==> src/rtl/fifo_stat_pkg.sv <==
package fifo_stat_pkg;

   typedef enum logic [1:0] {
      WL_BYTE  = 2'd0,
      WL_HALF  = 2'd1,
      WL_WORD  = 2'd2,
      WL_WORDB = 2'd3
   } wlen_e;

   localparam int unsigned N_ERR   = 3;
   localparam int unsigned ERR_OVF = 0;
   localparam int unsigned ERR_UDR = 1;
   localparam int unsigned ERR_FRM = 2;

   function automatic int unsigned bytes_of(input logic [1:0] code);
      case (code)
         WL_BYTE: return 1;
         WL_HALF: return 2;
         default: return 4;
      endcase
   endfunction

endpackage

==> src/rtl/fifo_store.sv <==
module fifo_store #(
   parameter int unsigned DATA_W    = 32,
   parameter int unsigned MAX_DEPTH = 16,
   parameter int unsigned LVL_W     = 5
) (
   input  logic              clk,
   input  logic              rst_n,
   input  logic              flush,
   input  logic [LVL_W-1:0]  depth,
   input  logic [DATA_W-1:0] mask,
   input  logic              push,
   input  logic [DATA_W-1:0] wdata,
   input  logic              pop,
   output logic [DATA_W-1:0] rdata,
   output logic [LVL_W-1:0]  level,
   output logic              push_drop,
   output logic              pop_drop
);
   localparam int unsigned PTR_W = $clog2(MAX_DEPTH);

   if (LVL_W != PTR_W + 1) begin : g_bad_lvl
      $error("fifo_store: LVL_W must be clog2(MAX_DEPTH)+1");
   end

   logic [DATA_W-1:0] mem [MAX_DEPTH];
   logic [PTR_W-1:0]  rd_ptr, wr_ptr;
   logic [LVL_W-1:0]  count;
   logic              push_ok, pop_ok;

   assign push_ok   = push && (count < depth);
   assign pop_ok    = pop && (count != '0);
   assign push_drop = push && !push_ok;
   assign pop_drop  = pop && !pop_ok;

   function automatic logic [PTR_W-1:0] bump(input logic [PTR_W-1:0] p,
                                             input logic [LVL_W-1:0] d);
      if (LVL_W'(p) == d - LVL_W'(1)) return '0;
      return p + PTR_W'(1);
   endfunction

   always_ff @(posedge clk or negedge rst_n) begin
      if (!rst_n) begin
         rd_ptr <= '0;
         wr_ptr <= '0;
         count  <= '0;
      end else if (flush) begin
         rd_ptr <= '0;
         wr_ptr <= '0;
         count  <= '0;
      end else begin
         if (push_ok) wr_ptr <= bump(wr_ptr, depth);
         if (pop_ok)  rd_ptr <= bump(rd_ptr, depth);
         count <= count + LVL_W'(push_ok) - LVL_W'(pop_ok);
      end
   end

   always_ff @(posedge clk) begin
      if (push_ok && !flush) mem[wr_ptr] <= wdata & mask;
   end

   assign rdata = (count == '0) ? '0 : (mem[rd_ptr] & mask);
   assign level = count;

   a_r2_level_bound: assert property (@(posedge clk) disable iff (!rst_n)
      level <= depth);

   a_r4_full_push_ignored: assert property (@(posedge clk) disable iff (!rst_n)
      (!flush && push && !pop && level == depth) |=> $stable(level));

   a_r4_empty_pop_ignored: assert property (@(posedge clk) disable iff (!rst_n)
      (!flush && pop && !push && level == '0) |=> (level == '0));

   a_r13_flush_empties: assert property (@(posedge clk) disable iff (!rst_n)
      flush |=> (level == '0));

endmodule

==> src/rtl/thresh_eval.sv <==
module thresh_eval #(
   parameter int unsigned LVL_W = 5,
   parameter bit          IS_TX = 1'b0
) (
   input  logic [LVL_W-1:0] level,
   input  logic [LVL_W-1:0] depth,
   input  logic [1:0]       mode,
   input  logic             shifter_busy,
   output logic             irq
);
   logic [LVL_W-1:0] half;
   assign half = depth >> 1;

   if (IS_TX) begin : g_tx
      logic [LVL_W-1:0] room;
      assign room = depth - level;
      always_comb begin
         case (mode)
            2'd0:    irq = (level == '0) && !shifter_busy;
            2'd1:    irq = (level == '0);
            2'd2:    irq = (room >= half);
            default: irq = (room != '0);
         endcase
      end
   end else begin : g_rx
      always_comb begin
         case (mode)
            2'd0:    irq = (level == '0);
            2'd1:    irq = (level != '0);
            2'd2:    irq = (level >= half);
            default: irq = (level == depth);
         endcase
      end
   end

endmodule

==> src/rtl/err_flag_bank.sv <==
module err_flag_bank #(
   parameter int unsigned N = 3
) (
   input  logic         clk,
   input  logic         rst_n,
   input  logic [N-1:0] set_evt,
   input  logic         clr_we,
   input  logic [N-1:0] clr_bits,
   input  logic [N-1:0] enables,
   output logic [N-1:0] flags,
   output logic         fault
);
   for (genvar i = 0; i < N; i++) begin : g_flag
      always_ff @(posedge clk or negedge rst_n) begin
         if (!rst_n)                     flags[i] <= 1'b0;
         else if (set_evt[i])            flags[i] <= 1'b1;
         else if (clr_we && clr_bits[i]) flags[i] <= 1'b0;
      end

      a_r11_sticky: assert property (@(posedge clk) disable iff (!rst_n)
         (flags[i] && !(clr_we && clr_bits[i])) |=> flags[i]);

      a_r11_set_wins: assert property (@(posedge clk) disable iff (!rst_n)
         set_evt[i] |=> flags[i]);
   end

   assign fault = |(flags & enables);

   a_r12_masked_quiet: assert property (@(posedge clk) disable iff (!rst_n)
      (enables == '0) |-> !fault);

endmodule

==> src/rtl/fifo_thresh_irq.sv <==
module fifo_thresh_irq
   import fifo_stat_pkg::*;
#(
   parameter int unsigned STORE_BYTES = 16,
   parameter int unsigned DATA_W      = 32,
   parameter int unsigned LVL_W       = $clog2(STORE_BYTES) + 1
) (
   input  logic              clk,
   input  logic              rst_n,
   input  logic [1:0]        word_sel,
   input  logic [1:0]        rx_mode,
   input  logic [1:0]        tx_mode,
   input  logic [2:0]        err_en,
   input  logic              tx_push,
   input  logic [DATA_W-1:0] tx_wdata,
   input  logic              tx_pop,
   output logic [DATA_W-1:0] tx_rdata,
   input  logic              shifter_busy,
   input  logic              rx_push,
   input  logic [DATA_W-1:0] rx_wdata,
   input  logic              rx_pop,
   output logic [DATA_W-1:0] rx_rdata,
   input  logic              frame_err,
   input  logic              clr_we,
   input  logic [2:0]        clr_bits,
   output logic [LVL_W-1:0]  tx_level,
   output logic [LVL_W-1:0]  rx_level,
   output logic              rx_empty,
   output logic [2:0]        err_flags,
   output logic              rx_irq,
   output logic              tx_irq,
   output logic              fault_irq
);
   localparam int unsigned DEPTH_B = STORE_BYTES;
   localparam int unsigned DEPTH_H = (STORE_BYTES + 1) / 2;
   localparam int unsigned DEPTH_W = (STORE_BYTES + 3) / 4;

   if (DATA_W != 32) begin : g_bad_data
      $error("fifo_thresh_irq: DATA_W must be 32");
   end
   if (STORE_BYTES < 4 || (STORE_BYTES & (STORE_BYTES - 1)) != 0) begin : g_bad_store
      $error("fifo_thresh_irq: STORE_BYTES must be a power of two, at least 4");
   end
   if (LVL_W != $clog2(STORE_BYTES) + 1) begin : g_bad_lvl
      $error("fifo_thresh_irq: LVL_W must be clog2(STORE_BYTES)+1");
   end

   logic [1:0]        cfg_q;
   logic              flush;
   logic [LVL_W-1:0]  depth;
   logic [DATA_W-1:0] mask;
   logic              tx_push_drop, tx_pop_drop, rx_push_drop, rx_pop_drop;
   logic [N_ERR-1:0]  err_set;

   always_ff @(posedge clk or negedge rst_n) begin
      if (!rst_n) cfg_q <= WL_BYTE;
      else        cfg_q <= word_sel;
   end

   assign flush = (word_sel != cfg_q);

   always_comb begin
      case (bytes_of(cfg_q))
         1:       begin depth = LVL_W'(DEPTH_B); mask = DATA_W'(32'h0000_00FF); end
         2:       begin depth = LVL_W'(DEPTH_H); mask = DATA_W'(32'h0000_FFFF); end
         default: begin depth = LVL_W'(DEPTH_W); mask = '1; end
      endcase
   end

   fifo_store #(.DATA_W(DATA_W), .MAX_DEPTH(STORE_BYTES), .LVL_W(LVL_W)) u_tx_fifo (
      .clk, .rst_n, .flush, .depth, .mask,
      .push(tx_push), .wdata(tx_wdata), .pop(tx_pop), .rdata(tx_rdata),
      .level(tx_level), .push_drop(tx_push_drop), .pop_drop(tx_pop_drop)
   );

   fifo_store #(.DATA_W(DATA_W), .MAX_DEPTH(STORE_BYTES), .LVL_W(LVL_W)) u_rx_fifo (
      .clk, .rst_n, .flush, .depth, .mask,
      .push(rx_push), .wdata(rx_wdata), .pop(rx_pop), .rdata(rx_rdata),
      .level(rx_level), .push_drop(rx_push_drop), .pop_drop(rx_pop_drop)
   );

   thresh_eval #(.LVL_W(LVL_W), .IS_TX(1'b0)) u_rx_thr (
      .level(rx_level), .depth, .mode(rx_mode), .shifter_busy(1'b0), .irq(rx_irq)
   );

   thresh_eval #(.LVL_W(LVL_W), .IS_TX(1'b1)) u_tx_thr (
      .level(tx_level), .depth, .mode(tx_mode), .shifter_busy, .irq(tx_irq)
   );

   always_comb begin
      err_set          = '0;
      err_set[ERR_OVF] = rx_push_drop && !flush;
      err_set[ERR_UDR] = tx_pop_drop && !flush;
      err_set[ERR_FRM] = frame_err;
   end

   err_flag_bank #(.N(N_ERR)) u_errs (
      .clk, .rst_n, .set_evt(err_set), .clr_we, .clr_bits,
      .enables(err_en), .flags(err_flags), .fault(fault_irq)
   );

   assign rx_empty = (rx_level == '0);

   a_r8_overflow_flags: assert property (@(posedge clk) disable iff (!rst_n)
      (rx_push && !rx_pop && !flush && rx_level == depth) |=> err_flags[ERR_OVF]);

   a_r9_underrun_flags: assert property (@(posedge clk) disable iff (!rst_n)
      (tx_pop && !flush && tx_level == '0) |=> err_flags[ERR_UDR]);

   a_r1_depth_cap: assert property (@(posedge clk) disable iff (!rst_n)
      (tx_level <= LVL_W'(STORE_BYTES)) && (rx_level <= LVL_W'(STORE_BYTES)));

   // r4_unused drop outputs are consumed only through the flag bank
   logic unused_drops;
   assign unused_drops = tx_push_drop ^ rx_pop_drop;

endmodule

==> config.mk <==
export PLATFORM = sky130hd
export DESIGN_NAME = fifo_thresh_irq
export DESIGN_NICKNAME = d
export VERILOG_FILES = /design/src/rtl/fifo_stat_pkg.sv /design/src/rtl/fifo_store.sv /design/src/rtl/thresh_eval.sv /design/src/rtl/err_flag_bank.sv /design/src/rtl/fifo_thresh_irq.sv
export SDC_FILE = /design/constraint.sdc
export NUM_CORES = 1
export LEC_CHECK = 0
export CORE_ASPECT_RATIO = 1.75
export CORE_MARGIN = 5
export CORE_UTILIZATION = 40
export CTS_CLUSTER_SIZE = 30
export DETAILED_ROUTE_END_ITERATION = 12
export PLACE_DENSITY_LB_ADDON = 0.25
export SLEW_MARGIN = 40
export SYNTH_ARGS = -nofsm -noshare
export SYNTH_HDL_FRONTEND = slang
export SYNTH_SLANG_ARGS = --single-unit
==> constraint.sdc <==
create_clock -name clk -period 14.05 [get_ports clk]
set_clock_uncertainty 0.2 [all_clocks]
set_input_delay 2.81 -clock clk [delete_from_list [all_inputs] [get_ports clk]]
set_output_delay 2.81 -clock clk [all_outputs]
set_load 0.03 [all_outputs]
Word-level counts from Yosys, hierarchy flattened:

Memory sizes are Yosys's and may differ from the RTL's.
Cells that the tools add are included.
Widths: inputs -> output; s select.

* bitwise gates (word level): 5
* reduce and logical (&&, ||, !) cells: 34
* add/subtract/negate cells: 10
* magnitude comparators: 4
* multiplexer cells: 47
* eq/ne operators: 13

Operators by type and width (count)
* $and 32x32->32: 4
* $mux 32: 2
* $mux 4: 16
* $pmux 32 s2: 1
* $eq 32x1->1 const B: 1
* $eq 32x2->1 const B: 1
* $mux 1: 22
* $eq 4x5->1: 4
* $add 4x1->4 const B: 4
* $reduce_bool 5->1: 3
* $logic_and 1x1->1: 14
* $reduce_bool 2->1: 7
* $add 5x1->5: 2
* $ge 5x4->1: 2
* $logic_not 5->1: 2
* $lt 5x5->1: 2
* $mux 5: 2
* $pmux 5 s2: 1
* $sub 5x1->5: 2
* $eq 2x1->1 const B: 3
* $logic_not 2->1: 3
* $pmux 1 s3: 2
* $pmux 3 s2: 1
* $eq 5x5->1: 1
* other kinds (7): 11

* output and inout port bits: 81
* bits in registers: 31
* RAM bits: 1024
* input bits: 85
* memories: 2
* word-level logic and storage cells: 125

Memory list
* u_rx_fifo.mem: words 16, bits a word 32, rd ports 1, clocked after Yosys merged registers in 0, wr ports 1, RTL line fifo_store.sv:25 `logic [DATA_W-1:0] mem [MAX_DEPTH];`
* u_tx_fifo.mem: words 16, bits a word 32, rd ports 1, clocked after Yosys merged registers in 0, wr ports 1, RTL line fifo_store.sv:25

Longest topological paths before layout:

* depth in word-level cells: 12
* depth in mapped cells: 16
* mapped depth without buffers: 15

Modules after synthesis:

Synthesis repeated with hierarchy kept, for this count alone.

* cell total of the unflattened synthesis: 1954
* area, all modules: 42442.0 um2

By module, submodules not included
* fifo_store at u_rx_fifo: instances 1, sequential area each 15700.1 um2, cells each 934, area an instance 20848.7 um2
* fifo_store at u_tx_fifo: instances 1, sequential area each 15700.1 um2, cells each 933, area an instance 20842.5 um2
* thresh_eval at u_tx_thr: instances 1, sequential area each 0.0 um2, cells each 37, area an instance 311.5 um2
* thresh_eval at u_rx_thr: instances 1, sequential area each 0.0 um2, cells each 24, area an instance 190.2 um2
* fifo_thresh_irq: instances 1, sequential area each 50.0 um2, cells each 15, area an instance 125.1 um2
* err_flag_bank: instances 1, sequential area each 75.1 um2, cells each 11, area an instance 123.9 um2

Worst setup path before layout:

No wires, ideal clock.

* kind: input-to-output
* start: in tx_mode[0]
* end: out tx_irq
* path buffers: 0
* stages: 2
* arrival time: 3.524 ns
* required time: 11.040 ns
* slack: 7.516 ns
* cell sequence: a21o_1 -> a41oi_1

* word-level cells in the longest chain between the ends: 2
* elaborated cells on any way between the ends: 4
* classes of those cells: eq/ne: 2; mux: 1; reduce/logical: 1

Ends and longest elaborated chain
* from (decl): RTL line fifo_thresh_irq.sv:12 `input logic [1:0] tx_mode,`
* $eq 2x2->1, or another cell as far along: RTL line thresh_eval.sv:18 `case (mode)`
* $pmux 1 s3 (*): RTL line thresh_eval.sv:18
* to (decl): RTL line fifo_thresh_irq.sv:31 `output logic tx_irq,`

Every way passes the cells marked *; elsewhere a longest branch is shown, timed or not.

Final worst setup path:

* start: reg cfg_q[1]
* end: out tx_rdata[13]

* word-level cells in the longest chain between the ends: 6
* elaborated cells on any way between the ends: 8
* classes of those cells: eq/ne: 3; mux: 3; bitwise: 1; reduce/logical: 1

Ends and longest elaborated chain
* from (decl): RTL line fifo_thresh_irq.sv:48 `logic [1:0] cfg_q;`
* from (signal assigned): RTL line fifo_thresh_irq.sv:57 `else cfg_q <= word_sel;`
* $eq 2x1->1 / $logic_not 2->1 (equally long branches): RTL line fifo_stat_pkg.sv:16 `case (code)`
* $pmux 3 s2 (*): RTL line fifo_stat_pkg.sv:16
* $eq 32x2->1 / $eq 32x1->1 (equally long branches): RTL line fifo_thresh_irq.sv:63 `case (bytes_of(cfg_q))`
* $pmux 32 s2 (*): RTL line fifo_thresh_irq.sv:63
* $and 32x32->32 (*): RTL line fifo_store.sv:61 `assign rdata = (count == '0) ? '0 : (mem[rd_ptr] & mask);`
* $mux 32 (*): RTL line fifo_store.sv:61
* to (decl): RTL line fifo_thresh_irq.sv:17 `output logic [DATA_W-1:0] tx_rdata,`

Marks and branches as above.

==> Flow_metrics.wiki <==
{| class="wikitable"
! Metric !! Value
|-
| Run status || complete, no violations
|-
| Post-detailed-placement half-perimeter wirelength || 55600 um
|-
| Placer congestion estimate || 0.805
|-
| CTS Hold Buffers Added || 0
|-
| Width of the chip || 254 um
|-
| Final total negative setup slack || 0 ns
|-
| Effective utilization at floorplan || 0.403
|-
| Top_reg_cell synth || sky130_fd_sc_hd__edfxtp_1
|-
| Cell at the root of the clock tree || sky130_fd_sc_hd__clkbuf_16
|-
| Cell area after layout || 48300 sq um
|-
| Die height || 437 um
|-
| Part of the Yosys area used for sequential elements || 0.756
|-
| Maximum resistive drop on vdd || 167 uV
|-
| Maximum number of buffers from clock root to sink || 3
|-
| Pins Over Slew Limit || 0
|-
| Avg Synthesized Cell Area || 21.5 sq um
|-
| Relative slew slack || 0.442
|-
| First-pass GRT wire length || 145000 um
|-
| Total routing usage reported by global routing || 0.178
|-
| Fraction of the mapped netlist area in adder cells || 0.0115
|-
| Routed wire length on met2 || 53400 um
|-
| Post-detailed-placement cell area || 45100 sq um
|-
| Insertion delay to the later sink of the worst-skew pair || 0.67 ns
|-
| Number of global-route vias before repair || 21100
|-
| Compound-gate portion of the synthesized area || 0.0203
|-
| Std cell rows || 156
|-
| Full die area || 111000 sq um
|-
| Final worst path period need || 7.60 ns
|-
| Highest clock frequency the design can meet || 132 MHz
|-
| Number of cells on the worst reg-to-reg path || 10
|-
| Maximum number of pins on one net before global-route repair || 66
|-
| Post-synthesis instance total || 1941
|-
| Register-to-register path setup slack || 8.76 ns
|-
| Worst hold-check path type || flop to flop
|-
| Leakage Power || 15.3 nW
|-
| Capturing point of the worst reg2reg path || u_rx_fifo.mem[0][5]$_DFFE_PP_
|-
| Synthesized-area fraction occupied by xor and xnor cells || 0.00357
|-
| Type of the worst setup path || flop to output pin
|-
| Synth area leader || sky130_fd_sc_hd__edfxtp_1
|-
| Sum of overflow across all layers after global routing || 0
|-
| Number of vias after detailed routing || 20000
|-
| Number of setup violations in the final report || 0
|-
| Number of synthesized flops with an enable pin || 1024
|-
| Layout cells sized above 1 || 0.223
|-
| Routed WL per cell || 27.8 um
|-
| Clock transition at the registers of the reported paths || 0.07 ns
|-
| Worst Hold Path EP || u_errs.flags[2]$_DFFE_PN0P_
|-
| Critical Path Fanout Max || 45
|-
| Count of unresolved DRC violations after routing || 0
|-
| Synthesis-stage register bit count || 1055
|-
| Number of detailed-routing iterations run before antenna repair || 7
|-
| Multiplexer fraction of the synthesized cell area || 0.169
|-
| Routed Wire Length || 99500 um
|-
| Simple-gate portion of the synthesized area || 0.0245
|-
| Data arrival at the endpoint of the critical path || 4.59 ns
|-
| Data required, critical path || 11.04 ns
|-
| Area fraction of the dominant cell type after synthesis || 0.737
|-
| Final nets || 2279
|-
| Hold_sp || u_errs.flags[2]$_DFFE_PN0P_
|-
| Type of element capturing the critical path || output pin
|-
| Maximum level of the CTS H-tree || 3
|-
| Avg Vias per Cell || 5.57
|-
| Worst slack at placement || 6.54 ns
|-
| Origin of the critical flop-to-flop path || cfg_q[1]$_DFF_PN0_
|-
| Cells on Worst Hold Path || 1
|-
| Main combinational cell family by area after synthesis || multiplexers
|-
| Clock tree from TritonCTS || yes
|-
| Smallest hold slack || 0.335 ns
|-
| Area added between synthesis and finish || 15.9%
|-
| Fill cells || 8627
|-
| Multi-input gate area || 9680 sq um
|-
| Placeable Area || 103000 sq um
|-
| Total number of yosys warnings || 0
|-
| Synthesized netlist net count || 2063
|-
| Number of buffers created by CTS || 98
|-
| I/O pin total || 166
|-
| Wire length on met3 || 5920 um
|-
| 1st-iter DRT viols || 1565
|-
| Final cycle utilization of the critical path || 0.541
|-
| Clock sink count || 1055
|-
| List of most frequent post-synthesis cells || sky130_fd_sc_hd__edfxtp_1, sky130_fd_sc_hd__mux4_2, sky130_fd_sc_hd__mux2i_1
|-
| Cell area after technology mapping || 41700 sq um
|-
| M1 WL || 38100 um
|-
| Post-route ant nets || 0
|-
| Sort of element at the start of the critical path || flop
|-
| Total power after layout || 7.57 mW
|-
| Power density cells || 157 nW/um^2
|-
| Total of cells resized after clock tree synthesis || 0
|-
| Uppermost layer routed || met5
|-
| Ys async rst share || 0.0294
|-
| RSZ-0062 raised after global routing || false
|-
| Count of input and output buffers || 165
|-
| Area taken by flip-flops and latches || 31500 sq um
|-
| Post-CTS setup-driven buffer insertion count || 0
|-
| Actual transition at the worst max-transition pin || 0.832 ns
|-
| Biggest area contributors in the synthesized netlist || sky130_fd_sc_hd__edfxtp_1, sky130_fd_sc_hd__mux4_2, sky130_fd_sc_hd__mux2i_1, sky130_fd_sc_hd__dfrtp_1, sky130_fd_sc_hd__ha_1
|-
| Post-route worst setup slack || 6.45 ns
|-
| Most frequent cell after synthesis || sky130_fd_sc_hd__edfxtp_1
|-
| Synth unique cells || 57
|-
| Number of hold-slack violations in the final timing report || 0
|-
| Total of max-cap violations || 0
|-
| Initial antenna violation count || 10
|}
==> metal layers <==
layer	global-route usage	vias up
li1	-	8508
met1	0.221	10700
met2	0.321	625
met3	0.0311	127
met4	0.0482	4
met5	0	-
==> per-stage QoR <==
step                cells  utilization
floorplan            1941            -
global placement     3397        0.435
detailed placement   3400        0.436
CTS                  3576        0.467
global route         3576        0.467
finish               3581        0.467
==> sequential cells by signal, summed over array words and instances (netlist names), 3 cells and up <==
signal / flops
u_rx_fifo.rd_ptr: 4
u_tx_fifo.mem: 512
u_rx_fifo.mem: 512
u_errs.flags: 3
u_tx_fifo.level: 5
u_tx_fifo.wr_ptr: 4
u_rx_fifo.wr_ptr: 4
u_tx_fifo.rd_ptr: 4
u_rx_fifo.level: 5
==> area by class of cell <==
class	instances	share of cell area
flip-flops and latches	1055	0.653
multi-input cells	751	0.200
clock buffers	121	0.0536
repair buffers	216	0.0439
well taps	1343	0.0348
clock inverters	55	0.0116
inverters	35	0.00272
diodes	5	0.000259
==> where the power goes <==
part | leakage, nW | switching [mW] | internal (mW) | total (mW)
registers | 9.70 | 0.0489 | 3.49 | 3.54
clock network | 1.55 | 1.13 | 1.50 | 2.63
logic | 4.04 | 0.838 | 0.569 | 1.41
==> cells by family (layout without fill, tap and decap cells) <==
kind of cell,count (synthesis),count (layout)
XOR/XNOR,17,17
AND/OR/NAND/NOR,186,186
multiplexers,383,383
AO/OA/AOI/OAI,128,128
adder cells (fa/ha/maj),37,37
flip-flops,1055,1055
other,0,5
buffers and inverters,135,427
==> worst max-delay path: stages (launching register included) <==
cell,delay (ns)
sky130_fd_sc_hd__dfrtp_2,0.50
sky130_fd_sc_hd__buf_4,0.62
sky130_fd_sc_hd__nor2_1,0.26
sky130_fd_sc_hd__inv_1,0.10
sky130_fd_sc_hd__buf_4,0.43
sky130_fd_sc_hd__nand3_1,0.64
sky130_fd_sc_hd__o22ai_1,0.54
sky130_fd_sc_hd__clkdlybuf4s50_1,0.76
==> worst max-delay path by stage <==
stage	from	to	cells past startpoint
floorplan	tx_mode[0]	tx_irq	2
global placement	rx_mode[0]	rx_irq	5
detailed placement	rx_mode[0]	rx_irq	5
CTS	cfg_q[1]$_DFF_PN0_	tx_rdata[13]	7
global route	cfg_q[1]$_DFF_PN0_	tx_rdata[13]	7
finish	cfg_q[1]$_DFF_PN0_	tx_rdata[13]	7
==> layout by cell type (no fill, tap or decap), types with 16 or more instances in the layout <==
cell type / synthesis / final
sky130_fd_sc_hd__mux2i_1: 127 / 127
sky130_fd_sc_hd__nor2_1: 37 / 25
sky130_fd_sc_hd__clkbuf_1: 32 / 20
sky130_fd_sc_hd__clkdlybuf4s50_1: 0 / 164
sky130_fd_sc_hd__dfrtp_1: 31 / 25
sky130_fd_sc_hd__o22ai_1: 62 / 62
sky130_fd_sc_hd__edfxtp_1: 1024 / 1024
sky130_fd_sc_hd__a21oi_1: 20 / 20
sky130_fd_sc_hd__nand2_1: 27 / 25
sky130_fd_sc_hd__clkbuf_16: 0 / 100
sky130_fd_sc_hd__mux4_2: 256 / 256
sky130_fd_sc_hd__and2_1: 50 / 50
sky130_fd_sc_hd__clkinv_2: 0 / 20
sky130_fd_sc_hd__ha_1: 35 / 35
sky130_fd_sc_hd__buf_4: 21 / 44
sky130_fd_sc_hd__inv_1: 33 / 33
sky130_fd_sc_hd__nand3_1: 16 / 16
Power figures use the tool's default switching activity.
